**config.mk**
```make
export PLATFORM = sky130hd
export DESIGN_NAME = bam_led_driver
export DESIGN_NICKNAME = d
export VERILOG_FILES = /design/src/rtl/bam_pkg.sv /design/src/rtl/bam_slot_timer.sv /design/src/rtl/bam_level_store.sv /design/src/rtl/bam_plane_mux.sv /design/src/rtl/bam_led_driver.sv
export SDC_FILE = /design/constraint.sdc
export NUM_CORES = 1
export LEC_CHECK = 0
export ABC_AREA = 1
export ABC_CLOCK_PERIOD_IN_PS = 3330
export BUFFER_PORTS_ARGS = -buffer_cell sky130_fd_sc_hd__buf_2
export CAP_MARGIN = 20
export CORE_ASPECT_RATIO = 0.9
export CORE_MARGIN = 4
export CORE_UTILIZATION = 60
export DETAILED_ROUTE_END_ITERATION = 6
export PLACE_DENSITY = 0.77
export SLEW_MARGIN = 20
export SYNTH_ARGS = -nofsm -noshare
export SYNTH_HDL_FRONTEND = slang
export SYNTH_SLANG_ARGS = --single-unit
```
**constraint.sdc**
```tcl
create_clock -name clk -period 3.33 [get_ports clk]
set_clock_uncertainty 0.1 [all_clocks]
set_input_delay 0.666 -clock clk [delete_from_list [all_inputs] [get_ports clk]]
set_output_delay 0.666 -clock clk [all_outputs]
set_load 0.05 [all_outputs]
```
**src/rtl/bam_pkg.sv**
```systemverilog
package bam_pkg;
    localparam int DEF_CHANNELS = 24;
    localparam int DEF_LEVEL_W  = 8;
    localparam int DEF_UNIT_W   = 9;
    localparam int DEF_TIMER_W  = 16;
    localparam int DEF_UNIT     = 1;
endpackage

```
**src/rtl/bam_slot_timer.sv**
```systemverilog
module bam_slot_timer
    import bam_pkg::*;
#(
    parameter int SLOT_N   = DEF_LEVEL_W,
    parameter int UNIT_W   = DEF_UNIT_W,
    parameter int TIMER_W  = DEF_TIMER_W,
    parameter int RST_UNIT = DEF_UNIT,
    localparam int SLOT_W  = $clog2(SLOT_N)
) (
    input  logic              clk,
    input  logic              rst_n,
    input  logic [UNIT_W-1:0] unit_cfg,
    output logic [SLOT_W-1:0] slot_idx,
    output logic              frame_start,
    output logic              frame_end
);
    typedef struct packed {
        logic [SLOT_W-1:0]  slot;
        logic [TIMER_W-1:0] cnt;
        logic [UNIT_W-1:0]  unit;
    } tmr_t;

    tmr_t               tmr_d, tmr_q;
    logic [TIMER_W-1:0] span;
    logic               slot_end;

    always_comb begin
        span      = TIMER_W'(tmr_q.unit) << tmr_q.slot;
        slot_end  = (tmr_q.cnt == span - TIMER_W'(1));
        frame_end = slot_end && (tmr_q.slot == SLOT_W'(SLOT_N - 1));
        tmr_d     = tmr_q;
        if (slot_end) begin
            tmr_d.cnt  = '0;
            tmr_d.slot = frame_end ? '0 : tmr_q.slot + SLOT_W'(1);
        end else begin
            tmr_d.cnt = tmr_q.cnt + TIMER_W'(1);
        end
        if (frame_end) begin
            tmr_d.unit = (unit_cfg == '0) ? UNIT_W'(1) : unit_cfg;
        end
    end

    always_ff @(posedge clk or negedge rst_n) begin
        if (!rst_n) begin
            tmr_q <= '{slot: '0, cnt: '0, unit: UNIT_W'(RST_UNIT)};
        end else begin
            tmr_q <= tmr_d;
        end
    end

    assign slot_idx    = tmr_q.slot;
    assign frame_start = (tmr_q.slot == '0) && (tmr_q.cnt == '0);

    // a slot only advances after its final count
    assert_slot_step_R2: assert property (@(posedge clk) disable iff (!rst_n)
        !$stable(tmr_q.slot) |-> $past(slot_end));
    // the last slot wraps to a fresh slot 0
    assert_frame_wrap_R2: assert property (@(posedge clk) disable iff (!rst_n)
        frame_end |=> (tmr_q.slot == '0) && (tmr_q.cnt == '0));
    // unit changes only across a frame boundary and is never zero
    assert_unit_hold_R6: assert property (@(posedge clk) disable iff (!rst_n)
        !$stable(tmr_q.unit) |-> $past(frame_end));
    assert_unit_nonzero_R6: assert property (@(posedge clk) disable iff (!rst_n)
        tmr_q.unit != '0);
endmodule

```
**src/rtl/bam_level_store.sv**
```systemverilog
module bam_level_store
    import bam_pkg::*;
#(
    parameter int CHANNELS = DEF_CHANNELS,
    parameter int LEVEL_W  = DEF_LEVEL_W,
    localparam int ADDR_W  = $clog2(CHANNELS)
) (
    input  logic                        clk,
    input  logic                        rst_n,
    input  logic                        wr_en,
    input  logic [ADDR_W-1:0]           wr_addr,
    input  logic [LEVEL_W-1:0]          wr_data,
    input  logic                        commit,
    output logic [CHANNELS*LEVEL_W-1:0] levels
);
    typedef logic [LEVEL_W-1:0] level_t;
    typedef struct packed {
        level_t [CHANNELS-1:0] shadow;
        level_t [CHANNELS-1:0] active;
    } store_t;

    store_t store_d, store_q;

    always_comb begin
        store_d = store_q;
        if (commit) begin
            store_d.active = store_q.shadow;
        end
        for (int ch = 0; ch < CHANNELS; ch++) begin
            if (wr_en && (wr_addr == ADDR_W'(ch))) begin
                store_d.shadow[ch] = wr_data;
            end
        end
    end

    always_ff @(posedge clk or negedge rst_n) begin
        if (!rst_n) begin
            store_q <= '0;
        end else begin
            store_q <= store_d;
        end
    end

    assign levels = store_q.active;

    // the active buffer holds between frame boundaries
    assert_active_hold_R4: assert property (@(posedge clk) disable iff (!rst_n)
        !commit |=> $stable(store_q.active));
    // at a boundary the active buffer takes the prior shadow contents
    assert_commit_copy_R4: assert property (@(posedge clk) disable iff (!rst_n)
        commit |=> store_q.active == $past(store_q.shadow));
endmodule

```
**src/rtl/bam_plane_mux.sv**
```systemverilog
module bam_plane_mux
    import bam_pkg::*;
#(
    parameter int CHANNELS = DEF_CHANNELS,
    parameter int LEVEL_W  = DEF_LEVEL_W,
    localparam int SLOT_W  = $clog2(LEVEL_W)
) (
    input  logic [CHANNELS*LEVEL_W-1:0] levels,
    input  logic [SLOT_W-1:0]           slot_idx,
    output logic [CHANNELS-1:0]         led
);
    for (genvar g = 0; g < CHANNELS; g++) begin : g_chan
        logic [LEVEL_W-1:0] lvl_w;
        assign lvl_w  = levels[g*LEVEL_W +: LEVEL_W];
        assign led[g] = lvl_w[slot_idx];
    end
endmodule

```
**src/rtl/bam_led_driver.sv**
```systemverilog
module bam_led_driver
    import bam_pkg::*;
#(
    parameter int CHANNELS = DEF_CHANNELS,
    parameter int LEVEL_W  = DEF_LEVEL_W,
    parameter int UNIT_W   = DEF_UNIT_W,
    parameter int TIMER_W  = DEF_TIMER_W,
    localparam int ADDR_W  = $clog2(CHANNELS),
    localparam int SLOT_W  = $clog2(LEVEL_W)
) (
    input  logic                clk,
    input  logic                rst_n,
    input  logic                wr_en,
    input  logic [ADDR_W-1:0]   wr_addr,
    input  logic [LEVEL_W-1:0]  wr_data,
    input  logic [UNIT_W-1:0]   unit_cfg,
    output logic                frame_start,
    output logic [CHANNELS-1:0] led_out
);
    logic [SLOT_W-1:0]           slot_idx;
    logic                        frame_end;
    logic [CHANNELS*LEVEL_W-1:0] levels;

    bam_slot_timer #(
        .SLOT_N (LEVEL_W),
        .UNIT_W (UNIT_W),
        .TIMER_W(TIMER_W)
    ) u_timer (
        .clk        (clk),
        .rst_n      (rst_n),
        .unit_cfg   (unit_cfg),
        .slot_idx   (slot_idx),
        .frame_start(frame_start),
        .frame_end  (frame_end)
    );

    bam_level_store #(
        .CHANNELS(CHANNELS),
        .LEVEL_W (LEVEL_W)
    ) u_store (
        .clk    (clk),
        .rst_n  (rst_n),
        .wr_en  (wr_en),
        .wr_addr(wr_addr),
        .wr_data(wr_data),
        .commit (frame_end),
        .levels (levels)
    );

    bam_plane_mux #(
        .CHANNELS(CHANNELS),
        .LEVEL_W (LEVEL_W)
    ) u_mux (
        .levels  (levels),
        .slot_idx(slot_idx),
        .led     (led_out)
    );

    // the frame-start pulse lasts a single clock
    assert_start_pulse_R5: assert property (@(posedge clk) disable iff (!rst_n)
        frame_start |=> !frame_start);
    // outputs move only when the bit plane moves
    assert_led_on_slot_R3: assert property (@(posedge clk) disable iff (!rst_n)
        !$stable(led_out) |-> !$stable(slot_idx));
    // outputs are dark while in reset
    assert_reset_dark_R1: assert property (@(posedge clk)
        !rst_n |-> led_out == '0);
endmodule

```
Yosys cells after proc, flatten, opt, wreduce, memory -nomap -nowiden

Cells that the tools add are included.

Output and inout port bits: 25
Input bits: 25
Bits in registers: 412
Word-level logic and storage cells: 162

Muxes and demuxes: 51
Shift-type cells: 1
Add/subtract/negate cells: 3
Order comparisons: 1
Equal/unequal tests: 25
Reduce and logical (&&, ||, !) cells: 30

Operator list:

| cell                                                       | count |
|---|---|
| binary-select mux 1 bit (select 3 bit)                     | 24 |
| equality test 5 x 4 -> 1 bit, second input constant        | 8 |
| equality test 5 bit, second input constant                 | 8 |
| logical AND 1 bit                                          | 26 |
| 2-to-1 mux 1 bit                                           | 24 |
| equality test 5 x 3 -> 1 bit, second input constant        | 4 |
| adder 16 x 1 -> 16 bit, second input constant              | 1 |
| equality test 16 bit                                       | 1 |
| logical NOT 16 bit                                         | 1 |
| 2-to-1 mux 16 bit                                          | 1 |
| left shift 9 x 3 -> 16 bit                                 | 1 |
| subtractor 16 x 1 -> 16 bit, second input constant         | 1 |
| equality test 5 x 2 -> 1 bit, second input constant        | 2 |
| logical NOT 9 bit                                          | 1 |
| 2-to-1 mux 9 bit                                           | 1 |
| equality test 5 x 1 -> 1 bit, second input constant        | 1 |
| logical NOT 5 bit                                          | 1 |
| less-than comparator 3 x 4 -> 1 bit, second input constant | 1 |
| adder 3 x 1 -> 3 bit, second input constant                | 1 |
| equality test 3 bit, second input constant                 | 1 |
| logical NOT 3 bit                                          | 1 |
| 2-to-1 mux 3 bit                                           | 1 |

Logic depth before layout (Yosys ltp)

Depth in word-level cells: 5
Gate-level depth with buffers: 23

Hierarchy

Synthesis repeated with hierarchy kept, for this count alone.

Cell total of the unflattened synthesis: 2572
Area total of the unflattened synthesis: 21587.0 µm²

By module, submodules not included:

| module          | times used | cells an instance | area each (µm²) |
|---|---|---|---|
| bam_level_store | 1          | 1479              | 16220.6 |
| bam_slot_timer  | 1          | 454               | 2770.2 |
| bam_plane_mux   | 1          | 639               | 2596.2 |

Worst setup path before layout

OpenSTA, ideal clock, no wires.

Kind: reg2out
Start: register u_timer.tmr_q, in the netlist u_timer.slot_idx[0]
End: output port frame_start
Path buffers: 4
Slack: -0.540 ns
Arrival: 3.104 ns
Required time: 2.564 ns
Stages on the path, launching flop included: 11
Cells stage by stage: dfrtp_1 buf_6 inv_4 buf_6 clkbuf_1 clkbuf_1 ha_1 nand2_1 nor3_1 nand4_1 nor4_1

Word-level cells in the longest chain between the ends: 2

RTL lines:

| item                   | RTL line             | text |
|---|---|---|
| from (decl)            | bam_slot_timer.sv:23 | `tmr_t tmr_d, tmr_q;` |
| from (signal assigned) | bam_slot_timer.sv:45 | `tmr_q <= '{slot: '0, cnt: '0, unit: UNIT_W'(RST_UNIT)};` |
| from (signal assigned) | bam_slot_timer.sv:47 | `tmr_q <= tmr_d;` |
| logical NOT 3 bit      | bam_slot_timer.sv:52 | `assign frame_start = (tmr_q.slot == '0) && (tmr_q.cnt == '0);` |
| logical AND 1 bit      | bam_slot_timer.sv:52 |  |
| to (decl)              | bam_led_driver.sv:17 | `output logic frame_start,` |

No other way between the ends.

Worst setup path in the final report

Start: register u_timer.tmr_q, in the netlist u_timer.slot_idx[0]
End: output port led_out[1]

Word-level cells in the longest chain between the ends: 2

RTL lines:

| item                                   | RTL line             | text |
|---|---|---|
| binary-select mux 1 bit (select 3 bit) | bam_plane_mux.sv:15  | `assign led[g] = lvl_w[slot_idx];` |
| 2-to-1 mux 1 bit (implied by the code) | bam_plane_mux.sv:15  |  |
| to (decl)                              | bam_led_driver.sv:18 | `output logic [CHANNELS-1:0] led_out` |

No other way between the ends. The select of a mux whose other input is x is not followed.

==> results.toml <==
[yosys]
synth_cell_types = 31
synth_top_family_by_area = "simple AND/OR/NAND/NOR gates"
yosysSeqAreaShare_pct = 54.7
ys_warn_count = 0
syn_area_mm2 = 0.0188
synthAdderAreaFrac_pct = 0.398
netlist_instances = 2309
synth_nets = 2340
synth-seq-cells = 412
synth-simple-area-share_pct = 29.1
synth_compound_area_share_pct = 9.56
muxShareOfSynthArea_pct = 0
postSynthAreaPerCell_um2 = 8.16
synth_xor_area_share_pct = 0.465

[route]
via_per_inst = 5.89
vias = 16300
wire_per_inst_um = 18.8
first_iter_violations = 1889
dr.pass1.iters = 6
drc_errors = 0
detail-route-antenna-nets = 0
drt_wl_total_um = 52200

[place]
place_ws_ns = 0.0826
dp.final_hpwl_um = 27000
port_buffers = 49
place.gp.congestion = 0.877
placed_cell_area_mm2 = 0.0194

[worst_hold_path]
hp-class = "primary input to async pin"

[finish]
mostFrequentLayoutCells = "nand2_1 (774), dfrtp_1 (409), o21ai_0 (292)"
multi_input_area_mm2 = 0.00759
synthToLayoutAreaGrowth_pct = 14.5
insertedDiodeCount = 0
final.fill_count = 2357
stdcell_area_mm2 = 0.0216
mostFrequentLayoutCell = "nand2_1"
register_area_mm2 = 0.0103
utilization_pct = 69.8
nets = 2361
drive_gt1_share_pct = 11.1

[timing]
fmax_ghz = 0.302
fin_crit_sh_pct = 99.4
relSlewSlack_pct = 53.7
finalMaxSlewViolations = 0
fin_crit_ns = 3.31
hold_viol = 0
worstMarginPinSlew_ns = 0.688
setup_ws_ns = 0.0204
setup-violations-final = 0

[floorplan]
dieArea_mm2 = 0.0343
core-area_mm2 = 0.0309
rows = 61
die_y_um = 176
initial_core_util_pct = 61.0
ios = 50
die_w_um = 195

[global_routing]
grt_overflow = 0
track_usage_pct = 27.6
grt_pass1_vias = 15200
grt_max_degree = 98
antenna_found_initial = 0
grt_pass1_wl_um = 78100

[run]
drv_cap = 0

[pwr]
ir_drop_v = 0.000443
pwr-share-clk_pct = 43.9
p_leak_nw = 11.1
swShare_pct = 23.2
comb_power_share_pct = 5.3
power.density_mw_per_mm2 = 518
intPower_mw = 8.59
seqPwrFrac_pct = 50.8
p_sw_mw = 2.60

[clock_network]
clk_pin_slew_ns = 0.06
cts_tree = "built"
htree_levels = 2
cts_buffers = 41
cts_max_path_buffers = 3
cts_sinks = 412
clk_latency_ns = 0.54
hold_buffers = 0
clockRootBuffer = "clkbuf_16"

[critical_path]
cp_data_required_time_ns = 2.56
r2r_start = "u_timer.slot_idx[0]"
critPathLaunchType = "flop"
rrSetupSlack_ns = 0.07
worstSetupPathType = "flop to output pin"
arrival_ns = 2.54
r2r_end = "u_store.levels[141]"
cp_max_fo = 49
r2r_cells = 21
critPathCaptureType = "output pin"

[status]
status = "complete, no violations"
-- worst max-delay path, cell delays in order, from the launching register on --
cell and delay (ns):
dfrtp_4 0.48, buf_4 0.15, buf_16 0.25, o21ai_0 0.15
o22ai_1 0.23, nor2_1 0.06, a31oi_1 0.32, buf_2 0.34
-- state kept, by name (all words and copies together) (netlist names) --
register,cells
u_store.levels,192
u_store.store_q,192
u_timer.slot_idx,3
u_timer.tmr_q,25
-- area by class of cell --
type,count,area share (%)
timing repair buffer,130,6.80
inverter,64,1.17
clock inverter,18,1.23
tap,409,2.37
sequential,412,47.8
multi-input combinational,1681,35.2
clock buffer,56,5.43
-- cells in the mapped netlist, drive strengths merged --
master / n / area (um2)
nand2: 795 / 3010
dfrtp: 411 / 10300
o21ai: 292 / 1460
nand3: 269 / 1410
nor2: 225 / 898
clkbuf: 103 / 387
inv: 63 / 241
buf: 49 / 445
a31oi: 25 / 156
o22ai: 24 / 150
nor3: 12 / 65.1
nand4: 11 / 68.8
xor2: 10 / 87.6
ha: 6 / 75.1
a21oi: 5 / 25.0
nor4: 5 / 31.3
a31o: 1 / 8.76
clkinv: 1 / 3.75
dfstp: 1 / 26.3
or2: 1 / 6.26
-- cells by family (layout without fill, tap and decap cells) --
group | after synthesis | in the layout
buffers and inverters | 216 | 268
adder cells (fa/ha/maj) | 6 | 6
AO/OA/AOI/OAI | 347 | 347
flip-flops | 412 | 412
AND/OR/NAND/NOR | 1318 | 1318
XOR/XNOR | 10 | 10
-- routing by layer --
metal	global-route usage (%)	share of wire, %	vias to the layer above
li1	-	-	7571
met3	4.05	9.0	112
met1	39.6	42	7914
met5	0	0	-
met2	44.7	47	712
met4	7.71	2.4	0
-- power by group through the flow --
stage                     logic, mW  clock network [mW]  registers, mW
after floorplan               0.341                   0           5.69
after global placement        0.553                   0           5.73
after detailed placement      0.590                   0           5.75
after CTS                     0.600                4.96           5.66
after global routing          0.699                5.20           5.72
final                         0.596                4.91           5.68
-- what timing repair did --
action                     4_1_cts  5_1_grt
gates cloned                     0       15
gates resized for setup         13       52
setup endpoints to repair       25      231
buffers inserted                 0       19
pin swaps                        0       16
-- worst max-delay path by stage --
stage / from / to / slack [ns]
2_1_floorplan: u_timer.slot_idx[0] / frame_start / 0.04
3_3_place_gp: u_timer.slot_idx[0] / led_out[1] / 0.12
3_5_place_dp: u_timer.slot_idx[0] / u_store.levels[162] / 0.08
4_1_cts: u_timer.slot_idx[0] / led_out[10] / 0.02
5_1_grt: u_timer.slot_idx[0] / u_store.levels[141] / -0.06
6_report: u_timer.slot_idx[0] / led_out[1] / 0.02
-- per-stage QoR --
stage	power (mW)	instances	hold WS, ns	TNS (ns)
after floorplan	6.04	2309	0.270	0
after global placement	6.28	2662	0.348	0
after detailed placement	6.34	2662	0.353	0
after CTS	11.2	2736	0.0428	0
after global routing	11.6	2770	0.0721	-2.01
final	11.2	2770	0.0262	0
Power figures use the tool's default switching activity.
